**src/rtl/blk_xfer_pkg.sv**
```systemverilog
package blk_xfer_pkg;
  typedef enum logic [1:0] {
    SEQ_IDLE  = 2'd0,
    SEQ_FETCH = 2'd1,
    SEQ_RUN   = 2'd2
  } seq_state_t;
endpackage

```
**src/rtl/bxs_addr_unit.sv**
```systemverilog
module bxs_addr_unit #(
  parameter int AW = 16
) (
  input  logic          clk,
  input  logic          rst_n,
  input  logic          load,
  input  logic [AW-1:0] load_val,
  input  logic          step,
  input  logic          lim_we,
  input  logic [AW-1:0] lim_val,
  output logic [AW-1:0] cur,
  output logic          more
);
  logic [AW-1:0] cur_q;
  logic [AW-1:0] lim_q;

  always_ff @(posedge clk or negedge rst_n) begin
    if (!rst_n) begin
      cur_q <= '0;
      lim_q <= '0;
    end else begin
      if (load)      cur_q <= load_val;
      else if (step) cur_q <= AW'(cur_q + 1'b1);
      if (lim_we)    lim_q <= lim_val;
    end
  end

  assign cur  = cur_q;
  // words remain while the next address has not reached the bound
  assign more = AW'(cur_q + 1'b1) != lim_q;


  addr_step_chk: assert property (@(posedge clk) disable iff (!rst_n)
    (step && !load) |=> (cur_q == AW'($past(cur_q) + 1'b1)));
endmodule

```
**src/rtl/bxs_ser_tx.sv**
```systemverilog
module bxs_ser_tx #(
  parameter int DW = 16
) (
  input  logic          clk,
  input  logic          rst_n,
  input  logic          clr,
  input  logic          in_valid,
  input  logic [DW-1:0] in_data,
  output logic          in_ready,
  input  logic          bit_tick,
  output logic          sout_bit,
  output logic          sout_valid,
  output logic          starved,
  output logic          idle
);
  localparam int CW = $clog2(DW);

  logic [DW-1:0] sh_q;
  logic [DW-1:0] hold_q;
  logic [CW-1:0] cnt_q;
  logic          act_q;
  logic          full_q;
  logic          last;
  logic          load_sh;

  always_comb begin
    last    = act_q && bit_tick && (cnt_q == CW'(DW-1));
    load_sh = full_q && (!act_q || last);
  end

  always_ff @(posedge clk or negedge rst_n) begin
    if (!rst_n) begin
      sh_q   <= '0;
      hold_q <= '0;
      cnt_q  <= '0;
      act_q  <= 1'b0;
      full_q <= 1'b0;
    end else if (clr) begin
      cnt_q  <= '0;
      act_q  <= 1'b0;
      full_q <= 1'b0;
    end else begin
      if (act_q && bit_tick) begin
        sh_q  <= {sh_q[DW-2:0], 1'b0};
        cnt_q <= CW'(cnt_q + 1'b1);
      end
      if (last) begin
        act_q <= 1'b0;
        cnt_q <= '0;
      end
      if (load_sh) begin
        sh_q   <= hold_q;
        cnt_q  <= '0;
        act_q  <= 1'b1;
        full_q <= 1'b0;
      end else if (in_valid && !full_q) begin
        hold_q <= in_data;
        full_q <= 1'b1;
      end
    end
  end

  assign in_ready   = !full_q;
  assign sout_bit   = sh_q[DW-1];
  assign sout_valid = act_q;
  assign starved    = last && !full_q;
  assign idle       = !act_q && !full_q;


  tx_hold_chk: assert property (@(posedge clk) disable iff (!rst_n)
    (sout_valid && !bit_tick && !clr) |=> (sout_valid && $stable(sout_bit)));
endmodule

```
**src/rtl/bxs_ser_rx.sv**
```systemverilog
module bxs_ser_rx #(
  parameter int DW = 16
) (
  input  logic          clk,
  input  logic          rst_n,
  input  logic          clr,
  input  logic          en,
  input  logic          bit_tick,
  input  logic          sin_bit,
  output logic          word_done,
  output logic [DW-1:0] word
);
  localparam int CW = $clog2(DW);

  logic [DW-2:0] sh_q;
  logic [CW-1:0] cnt_q;
  logic          take;

  always_comb begin
    take      = en && bit_tick;
    word_done = take && (cnt_q == CW'(DW-1));
    word      = {sh_q, sin_bit};
  end

  always_ff @(posedge clk or negedge rst_n) begin
    if (!rst_n) begin
      sh_q  <= '0;
      cnt_q <= '0;
    end else if (clr) begin
      cnt_q <= '0;
    end else if (take) begin
      sh_q  <= {sh_q[DW-3:0], sin_bit};
      cnt_q <= word_done ? '0 : CW'(cnt_q + 1'b1);
    end
  end
endmodule

```
**src/rtl/blk_xfer_seq.sv**
```systemverilog
module blk_xfer_seq
  import blk_xfer_pkg::*;
#(
  parameter int AW = 16,
  parameter int DW = 16
) (
  input  logic          clk,
  input  logic          rst_n,
  input  logic          start,
  input  logic          to_drive,
  input  logic [AW-1:0] fwa_m1,
  input  logic          ctl_ready,
  input  logic          drv_on_cyl,
  output logic          busy,
  output logic          done,
  output logic          lost_data,
  output logic          mem_req,
  output logic          mem_we,
  output logic [AW-1:0] mem_addr,
  output logic [DW-1:0] mem_wdata,
  input  logic          mem_gnt,
  input  logic [DW-1:0] mem_rdata,
  input  logic          bit_tick,
  output logic          sout_bit,
  output logic          sout_valid,
  input  logic          sin_bit
);
  seq_state_t    st_q;
  logic          dir_q;
  logic          req_q;
  logic          we_q;
  logic          done_q;
  logic          lost_q;
  logic [DW-1:0] wdata_q;

  logic [AW-1:0] cur;
  logic          more;
  logic          tx_ready;
  logic          tx_starved;
  logic          tx_idle;
  logic          tx_in_valid;
  logic          rx_done;
  logic [DW-1:0] rx_word;
  logic          accept;
  logic          in_run;
  logic          in_idle;
  logic          lim_we;
  logic          issue_rd;
  logic          issue_wr;
  logic          lost_evt;
  logic          fin;

  always_comb begin
    in_idle     = (st_q == SEQ_IDLE);
    in_run      = (st_q == SEQ_RUN);
    accept      = in_idle && start && ctl_ready && drv_on_cyl;
    lim_we      = (st_q == SEQ_FETCH) && mem_gnt;
    tx_in_valid = in_run && dir_q && req_q && mem_gnt;
    issue_rd    = in_run && dir_q && !req_q && more && tx_ready;
    issue_wr    = in_run && !dir_q && !req_q && more && rx_done;
    if (dir_q) lost_evt = in_run && tx_starved && (more || req_q);
    else       lost_evt = in_run && rx_done && more && req_q;
    fin = in_run && !more && !req_q && (!dir_q || tx_idle) && !lost_evt;
  end

  bxs_addr_unit #(.AW(AW)) u_addr (
    .clk      (clk),
    .rst_n    (rst_n),
    .load     (accept),
    .load_val (fwa_m1),
    .step     (issue_rd || issue_wr),
    .lim_we   (lim_we),
    .lim_val  (mem_rdata[AW-1:0]),
    .cur      (cur),
    .more     (more)
  );

  bxs_ser_tx #(.DW(DW)) u_tx (
    .clk        (clk),
    .rst_n      (rst_n),
    .clr        (in_idle),
    .in_valid   (tx_in_valid),
    .in_data    (mem_rdata),
    .in_ready   (tx_ready),
    .bit_tick   (bit_tick),
    .sout_bit   (sout_bit),
    .sout_valid (sout_valid),
    .starved    (tx_starved),
    .idle       (tx_idle)
  );

  bxs_ser_rx #(.DW(DW)) u_rx (
    .clk       (clk),
    .rst_n     (rst_n),
    .clr       (in_idle),
    .en        (in_run && !dir_q),
    .bit_tick  (bit_tick),
    .sin_bit   (sin_bit),
    .word_done (rx_done),
    .word      (rx_word)
  );

  always_ff @(posedge clk or negedge rst_n) begin
    if (!rst_n) begin
      st_q    <= SEQ_IDLE;
      dir_q   <= 1'b0;
      req_q   <= 1'b0;
      we_q    <= 1'b0;
      done_q  <= 1'b0;
      lost_q  <= 1'b0;
      wdata_q <= '0;
    end else begin
      done_q <= 1'b0;
      unique case (st_q)
        SEQ_IDLE: begin
          if (accept) begin
            st_q   <= SEQ_FETCH;
            dir_q  <= to_drive;
            req_q  <= 1'b1;
            we_q   <= 1'b0;
            lost_q <= 1'b0;
          end
        end
        SEQ_FETCH: begin
          if (mem_gnt) begin
            req_q <= 1'b0;
            st_q  <= SEQ_RUN;
          end
        end
        SEQ_RUN: begin
          if (lost_evt) begin
            lost_q <= 1'b1;
            done_q <= 1'b1;
            req_q  <= 1'b0;
            st_q   <= SEQ_IDLE;
          end else if (fin) begin
            done_q <= 1'b1;
            st_q   <= SEQ_IDLE;
          end else begin
            if (req_q && mem_gnt) req_q <= 1'b0;
            if (issue_rd) begin
              req_q <= 1'b1;
              we_q  <= 1'b0;
            end
            if (issue_wr) begin
              req_q   <= 1'b1;
              we_q    <= 1'b1;
              wdata_q <= rx_word;
            end
          end
        end
        default: st_q <= SEQ_IDLE;
      endcase
    end
  end

  assign busy      = !in_idle;
  assign done      = done_q;
  assign lost_data = lost_q;
  assign mem_req   = req_q;
  assign mem_we    = we_q;
  assign mem_addr  = cur;
  assign mem_wdata = wdata_q;


  start_gate_chk: assert property (@(posedge clk) disable iff (!rst_n)
    (!busy && start && !(ctl_ready && drv_on_cyl)) |=> !busy);


  req_hold_chk: assert property (@(posedge clk) disable iff (!rst_n)
    (mem_req && !mem_gnt && !lost_evt) |=>
      (mem_req && $stable(mem_addr) && $stable(mem_we) && $stable(mem_wdata)));


  done_pulse_chk: assert property (@(posedge clk) disable iff (!rst_n)
    done |=> !done);


  done_quiet_chk: assert property (@(posedge clk) disable iff (!rst_n)
    done |-> (!busy && !mem_req));


  lost_with_done_chk: assert property (@(posedge clk) disable iff (!rst_n)
    $rose(lost_data) |-> done);
endmodule

```
**config.mk**
```make
export PLATFORM = sky130hd
export DESIGN_NAME = blk_xfer_seq
export DESIGN_NICKNAME = d
export VERILOG_FILES = /design/src/rtl/blk_xfer_pkg.sv /design/src/rtl/bxs_addr_unit.sv /design/src/rtl/bxs_ser_tx.sv /design/src/rtl/bxs_ser_rx.sv /design/src/rtl/blk_xfer_seq.sv
export SDC_FILE = /design/constraint.sdc
export NUM_CORES = 1
export LEC_CHECK = 0
export BUFFER_PORTS_ARGS = -buffer_cell sky130_fd_sc_hd__buf_2
export CAP_MARGIN = 20
export CELL_PAD_IN_SITES_DETAIL_PLACEMENT = 0
export CELL_PAD_IN_SITES_GLOBAL_PLACEMENT = 1
export CORE_ASPECT_RATIO = 1.4
export CORE_MARGIN = 4
export CORE_UTILIZATION = 41
export CTS_CLUSTER_SIZE = 30
export DETAILED_ROUTE_END_ITERATION = 6
export PLACE_DENSITY = 0.73
export SYNTH_ARGS = -nofsm -noshare
export SYNTH_HDL_FRONTEND = slang
export SYNTH_SLANG_ARGS = --single-unit
export TNS_END_PERCENT = 50
```
**constraint.sdc**
```tcl
create_clock -name clk -period 2.6 [get_ports clk]
set_input_delay 0.65 -clock clk [delete_from_list [all_inputs] [get_ports clk]]
set_output_delay 0.65 -clock clk [all_outputs]
set_load 0.01 [all_outputs]
```
==> metrics, run 1 <==
post-synthesis sequential area ratio=51.6%; final setup vio count=32; Setup CP Type=flip-flop to flip-flop; Worst-Margin Slew=approximately 0.6 ns; top cells by area, synth=dfrtp_1 (52%), mux2_2 (11%), nand2_1 (3.2%); startpoint types=flip-flop; GRT Overall Usage=18.2%; max cap viols=0; Final period util=107%; worst min-delay path class=input port to async pin; gr ovfl total=0; CTS Sinks=112; Hold Vio Cnt, Final=0; Final min period=roughly 2.8 ns; final-report max-slew violation count=0; share of cells above drive strength 1=between 40% and 50%; adder-cell area share of the yosys netlist=less than 1%; initial antenna violation count=0; Syn Std Cell Area=5430 µm²; number of top-level pins=80; Worst EP arrival=between 2 and 3 ns; clk_lat worst skew=0.35 ns; Die Height=144 µm; chip width=roughly 110 µm; I/O Buffers=79; worst slack at placement=-0.0802 ns; Initial Util=a little over two fifths; compound-gate portion of the synthesized area=between 10% and 20%; DP Wirelength=about 10000 µm; drt pass-1 iters=4; Worst path depth=10; Synth Net Count=between 500 and 600; crit-path leading delay family=compound AO/OA/AOI/OAI gates; Slew HR=60.4%; Psw=roughly 2300 µW; cells after synthesis=slightly below 500; nets=664; outcome=finished with violations; Critical Path, Cell by Cell=ha_4 -> buf_6 -> xnor2_2 -> xnor2_1 -> or4_4 -> a211oi_4 -> a41oi_4 -> and2_4 -> a21o_1 -> a221o_1; Top FF cell, synth=dfrtp_1; fill cell count=approximately 1200; die area=roughly 15000 µm²; library cells used by synthesis=57; DR vias=just over 4000; core area=approximately 13000 µm²; CP max stage delay=about 0.45 ns; Sequential Power Share=around 40%; leakage power=between 0.003 and 0.004 µW; Antenna Nets Post-Route=0; post-synthesis mux area share=about 17%; WL final=around 14000 µm; Ys Warns=0; DR WL/cell=between 15 and 20 µm; CP max-delay cell=dfrtp_2; clock power share=between 20% and 30%; dpl cells=approximately 780; buffers and inverters on the worst path=1; CP max FO=6; synth-to-layout area growth=27.9%; syn_area_per_cell=11.2 µm²; synthesized flop and latch total=between 100 and 150; Vias per Instance=around 5.2; FP Rows=49; fin cells=803; leading area contributor after synthesis=dfrtp_1; most common cell in the netlist=dfrtp_1; Bufs on Longest Clock Path=2; routability cong.=a little over 1; H-tree levels=3; 1st-iter DRT viols=roughly 180; clk slew on worst S/H paths=about 0.08 ns; area share of the largest cell type after synthesis=slightly above 50%; failing checks=setup timing; CTS buffer count=9; WP data required=about 2.8 ns; Comb pwr share=37.1%; async set-reset flop share out of synthesis=between 90% and 100%; Worst R2R Path Depth=10; Worst VDD drop=slightly above 0.0005 V; Post-synth EDFFs=0; vias in the first global route=between 4000 and 5000; largest net degree at the start of global routing=45; Min Hold Slack=0.285 ns; Clock Skews=between 0.015 and 0.02 ns; Int Pwr=about 4400 µW; RSZ-0062 raised after global routing=true; # DRC=0; hold_buf cts=0; XOR/XNOR Fraction of Synth Area=4.03%; Worst setup EP type=flip-flop; # diodes=0; Simple-Gate Fraction of Synth Area=12.6%; Max Fclk=approximately 360 MHz; Power Density=about 960 nW/µm²; CTS tree=yes; final setup margin=-0.172 ns; first-pass GRT wire length=between 20000 and 25000 µm; largest family of logic cells by synthesized area=multiplexers; Clock Tree Root=clkbuf_16; most frequent cells after synthesis=dfrtp_1 (112), mux2_2 (54), nand2_1 (47), o21ai_0 (26), nor2_1 (22); switching share of power=between 30 and 40%
-- registers in the layout, summed over array words and instances (netlist names) --
register	count
mem_wdata	16
u_addr.cur	16
u_addr.lim_q	16
u_tx.hold_q	16
u_tx.sh_q	16
u_rx.sh_q	15
u_rx.cnt_q	4
u_tx.cnt_q	4
st_q	2
dir_q	1
done	1
lost_data	1
mem_req	1
mem_we	1
u_tx.full_q	1
u_tx.sout_valid	1
-- through the flow --
| stage | setup TNS [ns] | total power (µW) | utilization (%) | cell area (µm²) |
|---|---|---|---|---|
| 2_1_floorplan | 0 | 4020 | - | 5460 |
| 3_3_place_gp | -0.169 | 4930 | 50.0 | 6460 |
| 3_5_place_dp | -1.19 | 5000 | 50.0 | 6460 |
| 4_1_cts | -1.19 | 6580 | 53.0 | 6860 |
| 5_1_grt | -7.01 | 7050 | 53.7 | 6940 |
| 6_report | -3.92 | 6650 | 53.7 | 6940 |
-- logic make-up after synthesis --
logic type,Yosys count
DFF,112
and+or+nand+nor,133
adders and majority gates,3
buffers and inverters,39
AOI/OAI and AO/OA,91
muxes,80
xor gates and xnor gates,25
-- power by group through the flow --
stage	logic, µW	registers [µW]	clock network (µW)
final	2470	2670	1510
after global routing	2700	2740	1610
after CTS	2360	2680	1550
after detailed placement	2300	2700	0
after global placement	2250	2680	0
after floorplan	1390	2630	0
-- repair_timing --
item | in CTS | in global routing
hold endpoints to repair | 0 | 0
setup buffers | 3 | 1
setup endpoints to repair | 32 | 37
cloned | 1 | 1
gates resized for setup | 8 | 16
pin swaps | 5 | 3
-- final timing paths --
kind | startpoint | to | slack, ns
max | u_addr.cur[0] | u_addr.cur[11] | -0.17
min | rst_n | u_addr.cur[1] | 0.28
max reg2reg | u_addr.cur[0] | u_addr.cur[11] | -0.17
min reg2reg | u_tx.sh_q[1] | u_tx.sh_q[1] | 0.48
max in group asynchronous | rst_n | u_tx.cnt_q[3] | 1.62
min in group clk | u_tx.sh_q[1] | u_tx.sh_q[1] | 0.48
-- worst register-to-register path, delay by kind of cell, from the launching register on --
kind / cells / cell delay (ns)
buf+inv: 1 / 0.12
xor+xnor: 2 / 0.26
flops: 1 / 0.45
fa+ha+maj: 1 / 0.18
simple gates: 2 / 0.70
compound gates: 4 / 0.93
-- final cells by class --
| cell class | count | area, µm² | area share, % |
|---|---|---|---|
| clock buffers | 12 | 246 | 3.55 |
| clock inverters | 4 | 77.6 | 1.12 |
| inverters | 18 | 67.6 | 0.973 |
| repair buffers | 146 | 966 | 13.9 |
| multi-input cells | 333 | 2560 | 36.8 |
| well taps | 178 | 223 | 3.21 |
| flip-flops and latches | 112 | 2810 | 40.4 |
-- layout by cell type, fill, tap and decap left out, types with 3 or more instances in the layout --
master and count:
dfrtp_1 109, buf_2 78, buf_4 62, mux2_2 54, nand2_1 47, o21ai_0 25
nor2_1 22, inv_1 18, mux2i_1 17, xnor2_1 15, nand3_1 14, o21ai_1 12
a21oi_1 12, nand4_1 9, xor2_1 9, mux2_4 9, clkbuf_16 9, a21oi_2 8
a22oi_1 6, o211ai_1 5, nor3_1 4, nor4_1 4, a21o_1 4, or2_2 4
nand2b_1 3, and2_1 3, and2_4 3, a22oi_2 3, buf_12 3, dfrtp_2 3
-- per-layer routing --
layer | share of wire (%) | global-route usage [%] | wire length, µm
met5 | 0 | 0 | 0
met4 | 2.5 | 7.33 | 340
met3 | 3.9 | 3.35 | 530
met2 | 53 | 32.3 | 7120
met1 | 41 | 21.7 | 5540
No activity file was read; power rests on OpenSTA's default activity.
==> run 2: changes to the inputs <==
--- a/config.mk
+++ b/config.mk
@@ -14,8 +14,8 @@
 export CORE_UTILIZATION = 41
 export CTS_CLUSTER_SIZE = 30
 export DETAILED_ROUTE_END_ITERATION = 6
-export PLACE_DENSITY = 0.73
+export PLACE_DENSITY = 0.86
 export SYNTH_ARGS = -nofsm -noshare
 export SYNTH_HDL_FRONTEND = slang
 export SYNTH_SLANG_ARGS = --single-unit
-export TNS_END_PERCENT = 50
+export TNS_END_PERCENT = 30
==> metrics, run 2 (synthesis gave the netlist of run 1 again) <==
synth-to-layout area growth=25.8%; Seq. cell area=2810 µm² (+0.13%); Die Height=144 µm (unchanged); Worst EP arrival=2.90 ns (-0.09 ns); largest net degree at the start of global routing=49 (+8.9%); Clock Skews=0.0120 ns (-0.00376 ns); dpl cells=769 (-1.5%); share of cells above drive strength 1=41.7% (-0.37 points); chip width=105 µm (unchanged); DR vias=4161 (+0.12%); Setup CP Type=flip-flop to flip-flop; R2R Setup Slk=-0.06 ns (+0.11 ns); Int Pwr=4080 µW (-6.5%); Min Hold Slack=0.318 ns (+0.0329 ns); clock power share=21.4% (-1.3 points); CTS Sinks=112 (unchanged); Bufs on Longest Clock Path=2 (unchanged); fin cells=787 (-2.0%); I/O Buffers=79 (unchanged); clk slew on worst S/H paths=0.08 ns (about the same); Psw=2320 µW (+1.4%); final setup margin=-0.0629 ns (+0.109 ns); Sequential Power Share=41.9% (+1.7 points); Hold Vio Cnt, Final=0 (unchanged); nets=648 (-2.4%); Max Fclk=376 MHz (+4.1%); worst min-delay path class=input port to async pin; routability cong.=0.921 (-9.3%); DR WL/cell=16.9 µm (+0.16%); # DRC=0 (unchanged); commonest non-fill, non-tap cell in the layout=dfrtp_1; Final min period=2.66 ns (-0.109 ns); failing checks=setup timing; Final period util=102% (-4.2 points); WL final=13300 µm (-1.8%); Worst VDD drop=0.000456 V (-11%); vias in the first global route=4423 (+3.7%); fill cell count=1144 (-2.4%); # diodes=0 (unchanged); initial antenna violation count=0 (unchanged); most frequent cells in the layout=dfrtp_1 (106), buf_2 (78), mux2_2 (54); TNS Setup=-0.794 ns (+3.12 ns); startpoint types=flip-flop; max cap viols=0 (unchanged); FP Rows=49 (unchanged); core area=12900 µm² (unchanged); switching share of power=36.2% (+1.9 points); Worst-Margin Slew=0.614 ns (+0.0200 ns); gr ovfl total=0 (unchanged); Worst setup EP type=flip-flop; Multi-input gate area=2590 µm² (+1.2%); leakage power=0.00308 µW (-2.4%); H-tree levels=3 (unchanged); die area=15200 µm² (unchanged); final-report max-slew violation count=0 (unchanged); CTS tree=yes; RSZ-0062 raised after global routing=true; CTS buffer count=9 (unchanged); GRT Overall Usage=17.9% (-0.21 points); Slew HR=59.0% (-1.3 points); outcome=finished with violations; hold_buf cts=0 (unchanged); DP Wirelength=10100 µm (+0.49%); Comb pwr share=36.7% (-0.4 points); Antenna Nets Post-Route=0 (unchanged); first-pass GRT wire length=21800 µm (-0.19%); CP max FO=5 (-1); Initial Util=42.0% (unchanged); number of top-level pins=80 (unchanged); WP data required=2.84 ns (+0.02 ns); Power Density=937 nW/µm² (-2.2%); clk_lat worst skew=0.35 ns (about the same); 1st-iter DRT viols=167 (-6.2%); final setup vio count=22 (-31%); Vias per Instance=5.29 (+2.2%); Clock Tree Root=clkbuf_16; drt pass-1 iters=4 (unchanged)
## run 2: metrics by stage
step | total power [µW] | worst slack (ns) | utilization (%) | instance area [µm²]
floorplan | 4020 | 0.00630 | - | 5460
global placement | 4810 | -0.00887 | 49.2 | 6360
detailed placement | 4890 | -0.0463 | 49.2 | 6360
CTS | 6300 | -0.0171 | 51.6 | 6670
global route | 6800 | -0.149 | 52.8 | 6830
finish | 6400 | -0.0629 | 52.8 | 6830
## run 2: path summary, 6_finish.rpt
kind | from | endpoint | cells past startpoint
max | u_addr.cur[0] | u_addr.cur[11] | 8
min in group clk | u_tx.sh_q[14] | u_tx.sh_q[14] | 2
max in group asynchronous | rst_n | u_addr.cur[6] | 2
max reg2reg | u_addr.cur[0] | u_addr.cur[11] | 8
min | rst_n | u_tx.hold_q[6] | 1
min reg2reg | u_tx.sh_q[14] | u_tx.sh_q[14] | 2
## run 2: final cells by class
type                            instances  share of cell area [%]
Tap cell                              178                    3.26
Clock buffer                            9                    3.30
Multi-Input combinational cell        333                    37.9
Timing Repair Buffer                  130                    12.3
Sequential cell                       112                    41.2
Inverter                               18                   0.990
Clock inverter                          7                    1.14
## run 2: layer usage
layer	wire, µm	GRT usage (%)	vias up
met5	0	0	-
met3	573	4.06	20
met2	7090	32.4	101
li1	-	-	1967
met4	255	6.36	0
met1	5370	21.0	2073
## run 2: what timing repair did
item	4_1_cts	5_1_grt
pin swaps	0	3
gates resized for setup	4	31
cloned	0	1
endpoints found under the setup margin	20	36
buffers inserted	0	1
## run 2: power groups by stage
stage	Clock [µW]	Sequential, µW	Combinational (µW)
4_1_cts	1410	2660	2230
6_report	1370	2680	2350
3_3_place_gp	0	2650	2160
2_1_floorplan	0	2630	1390
3_5_place_dp	0	2690	2200
5_1_grt	1490	2750	2560
## run 2: critical path, cell delays in order (launching register included)
cell      delay (ns)
dfrtp_1         0.42
ha_4            0.26
xor2_1          0.16
or4_4           0.56
a211oi_4        0.24
a41oi_4         0.21
and2_4          0.25
a21o_1          0.16
a221o_1         0.28
==> run 3: changes to the inputs <==
--- a/config.mk
+++ b/config.mk
@@ -11,11 +11,12 @@
 export CELL_PAD_IN_SITES_GLOBAL_PLACEMENT = 1
 export CORE_ASPECT_RATIO = 1.4
 export CORE_MARGIN = 4
-export CORE_UTILIZATION = 41
+export CORE_UTILIZATION = 45
 export CTS_CLUSTER_SIZE = 30
 export DETAILED_ROUTE_END_ITERATION = 6
-export PLACE_DENSITY = 0.86
+export PLACE_DENSITY = 0.89
 export SYNTH_ARGS = -nofsm -noshare
 export SYNTH_HDL_FRONTEND = slang
+export SYNTH_HIERARCHICAL = 1
 export SYNTH_SLANG_ARGS = --single-unit
 export TNS_END_PERCENT = 30
==> constraint.sdc (replaced) <==
create_clock -name clk -period 2.8 [get_ports clk]
set_input_delay 0.7 -clock clk [delete_from_list [all_inputs] [get_ports clk]]
set_output_delay 0.7 -clock clk [all_outputs]
set_load 0.01 [all_outputs]
==> metrics, run 3 <==
most frequent cells in the layout=dfrtp_1 (108), buf_2 (78), nand2_1 (65); clk slew on worst S/H paths=0.07 ns (about the same); Clock Tree Root=clkbuf_16; Worst VDD drop=0.000349 V (-23%); Antenna Nets Post-Route=0 (unchanged); cells after synthesis=510 (+5.6%); CP max FO=17 (+12); 1st-iter DRT viols=131 (-22%); async set-reset flop share out of synthesis=100% (unchanged); core area=12300 µm² (-4.8%); worst min-delay path class=input port to async pin; met2 WL post-DR=6840 µm (-3.5%); WP data required=3.03 ns (+0.19 ns); synthesized flop and latch total=112 (unchanged); worst slack at placement=-0.0645 ns (-0.0182 ns); drt pass-1 iters=4 (unchanged); Die Height=140 µm (-2.5%); initial antenna violation count=0 (unchanged); leakage power=0.00312 µW (+1.1%); Top FF cell, synth=dfrtp_1; Min Hold Slack=0.365 ns (+0.0476 ns); Final min period=2.79 ns (+0.123 ns); crit-path leading delay family=simple AND/OR/NAND/NOR gates; Tot Pwr=5990 µW (-6.4%); Ys Warns=6 (+6); number of top-level pins=80 (unchanged); share of cells above drive strength 1=38.1% (-3.6 points); final-report max-slew violation count=0 (unchanged); Finished Core Util=55.1% (+2.3 points); Hold Vio Cnt, Final=0 (unchanged); CP max-delay cell=dfrtp_2; hold_buf cts=0 (unchanged); outcome=complete, no violations; most frequent CP cell=buf_4; leading area contributor after synthesis=dfrtp_1; buffers and inverters on the worst path=3 (+3); chip width=103 µm (-2.5%); syn_area_per_cell=11.1 µm² (-1.6%); nets=651 (+0.46%); Post-Route M1 WL=5010 µm (-6.6%); max cap viols=0 (unchanged); synth-to-layout area growth=20.1%; area share of the largest cell type after synthesis=49.7% (-1.9 points); DR vias=4184 (+0.55%); post-synthesis sequential area ratio=49.7% (-1.9 points); largest net degree at the start of global routing=49 (unchanged); first-pass GRT wire length=21300 µm (-2.6%); Clock Skews=0.00846 ns (-0.00349 ns); clk_lat worst skew=0.35 ns (about the same); Power Density=884 nW/µm² (-5.7%); startpoint types=flip-flop; I/O Buffers=79 (unchanged); Setup CP Type=flip-flop to flip-flop; final setup margin=0.0138 ns (+0.0768 ns); library cells used by synthesis=62 (+8.8%); die area=14400 µm² (-5.0%); H-tree levels=3 (unchanged); WL final=12700 µm (-4.2%); Post-synth EDFFs=0 (unchanged); Syn Std Cell Area=5640 µm² (+3.9%); # DRC=0 (unchanged); DR top layer=met4; Bufs on Longest Clock Path=2 (unchanged); CTS buffer count=9 (unchanged); Final period util=99.5% (-2.9 points); # diodes=0 (unchanged); WL met3=567 µm (-1.0%); FP Rows=48 (-2.0%); most frequent cells after synthesis=dfrtp_1 (112), nand2_1 (68), nor2_1 (39), mux2_2 (37), o21ai_0 (25); CP max stage delay=0.44 ns (-0.12 ns); vias in the first global route=4415 (-0.18%); fill cell count=1073 (-6.2%); DP Wirelength=9380 µm (-7.0%); final setup vio count=0 (-100%); Critical Path, Cell by Cell=ha_4 -> buf_4 -> nor4_4 -> a31oi_1 -> o211a_1 -> nor4_2 -> nand4_1 -> buf_4 -> and4b_1 -> buf_12 -> mux2_4; most common cell in the netlist=dfrtp_1; Slew HR=43.8% (-15 points); Vias per Instance=5.49 (+3.9%); DR WL/cell=16.7 µm (-1.1%); Worst setup EP type=flip-flop; CTS Sinks=112 (unchanged); Worst EP arrival=3.01 ns (+0.11 ns); CTS tree=yes; gr ovfl total=0 (unchanged); Max Fclk=359 MHz (-4.4%); Synth Net Count=554 (+5.1%); RSZ-0062 raised after global routing=true; GRT Overall Usage=18.6% (+0.62 points); commonest non-fill, non-tap cell in the layout=dfrtp_1; top cells by area, synth=dfrtp_1 (50%), mux2_2 (7.4%), mux2_4 (5.3%); Worst-Margin Slew=0.843 ns (+0.229 ns); TNS Setup=0 ns (+0.794 ns); routability cong.=0.891 (-3.3%); Initial Util=45.8% (+3.9 points)
[run 3: cell types whose count changed in the layout (fill, tap and decap cells not counted), sizes merged, moves of 12 or more]
| cell | delta |
|---|---|
| a31oi | +17 |
| buf | -14 |
| inv | -12 |
| mux2i | -12 |
| nand2 | +22 |
| nor2 | +19 |
[run 3: logic make-up after synthesis]
group | share of synthesized area, %
xor+xnor | 5.74
fa+ha+maj | 0.665
buf+inv | 4.37
simple gates | 15.2
compound gates | 9.12
mux | 15.2
flops | 49.7
[run 3: layout make-up]
cell class,instances,area (µm²),area share [%]
Inverter,7,26.3,0.388
Sequential cell,112,2810,41.4
Tap cell,150,188,2.77
Clock buffer,10,239,3.53
Clock inverter,6,67.6,0.997
Multi-Input combinational cell,361,2730,40.3
Timing Repair Buffer,116,717,10.6
[run 3: timing repair]
action	4_1_cts	5_1_grt
pin swaps	0	17
gates resized for setup	4	21
setup endpoints to repair	27	36
setup buffers	2	3
[run 3: routing by layer]
metal / GRT usage, % / vias up
met5: 0 / -
li1: - / 1990
met2: 33.2 / 98
met3: 3.79 / 29
met4: 6.50 / 0
met1: 21.5 / 2067
[run 3: power breakdown]
part	switching, µW	leakage, µW	internal (µW)
Clock	585	0.000150	723
Combinational	1070	0.00150	1030
Sequential	472	0.00146	2110
[run 3: path summary, 6_finish.rpt]
path | slack [ns] | from | cells past startpoint | to
worst max-delay path | 0.01 | u_addr/cur[1] | 11 | mem_wdata[6]
worst min-delay path | 0.37 | rst_n | 1 | mem_wdata[13]
worst max register to register | 0.01 | u_addr/cur[1] | 11 | mem_wdata[6]
worst min register to register | 0.49 | u_tx/hold_q[6] | 1 | u_tx/hold_q[6]
max in group asynchronous | 1.78 | rst_n | 2 | u_tx/hold_q[12]
min in group clk | 0.49 | u_tx/hold_q[6] | 1 | u_tx/hold_q[6]
[run 3: stage by stage]
step	instance area, µm²	std cells
2_1_floorplan	5710	510
3_3_place_gp	6350	742
3_5_place_dp	6350	742
4_1_cts	6680	760
6_report	6780	762
5_1_grt	6780	762
[run 3: worst register-to-register path, delay by kind of cell (launching register included)]
family / cells / cell delay (ns)
adders and majority gates: 1 / 0.19
muxes: 1 / 0.30
DFF: 1 / 0.44
buffers and inverters: 3 / 0.52
and+or+nand+nor: 4 / 0.93
AOI/OAI and AO/OA: 2 / 0.30
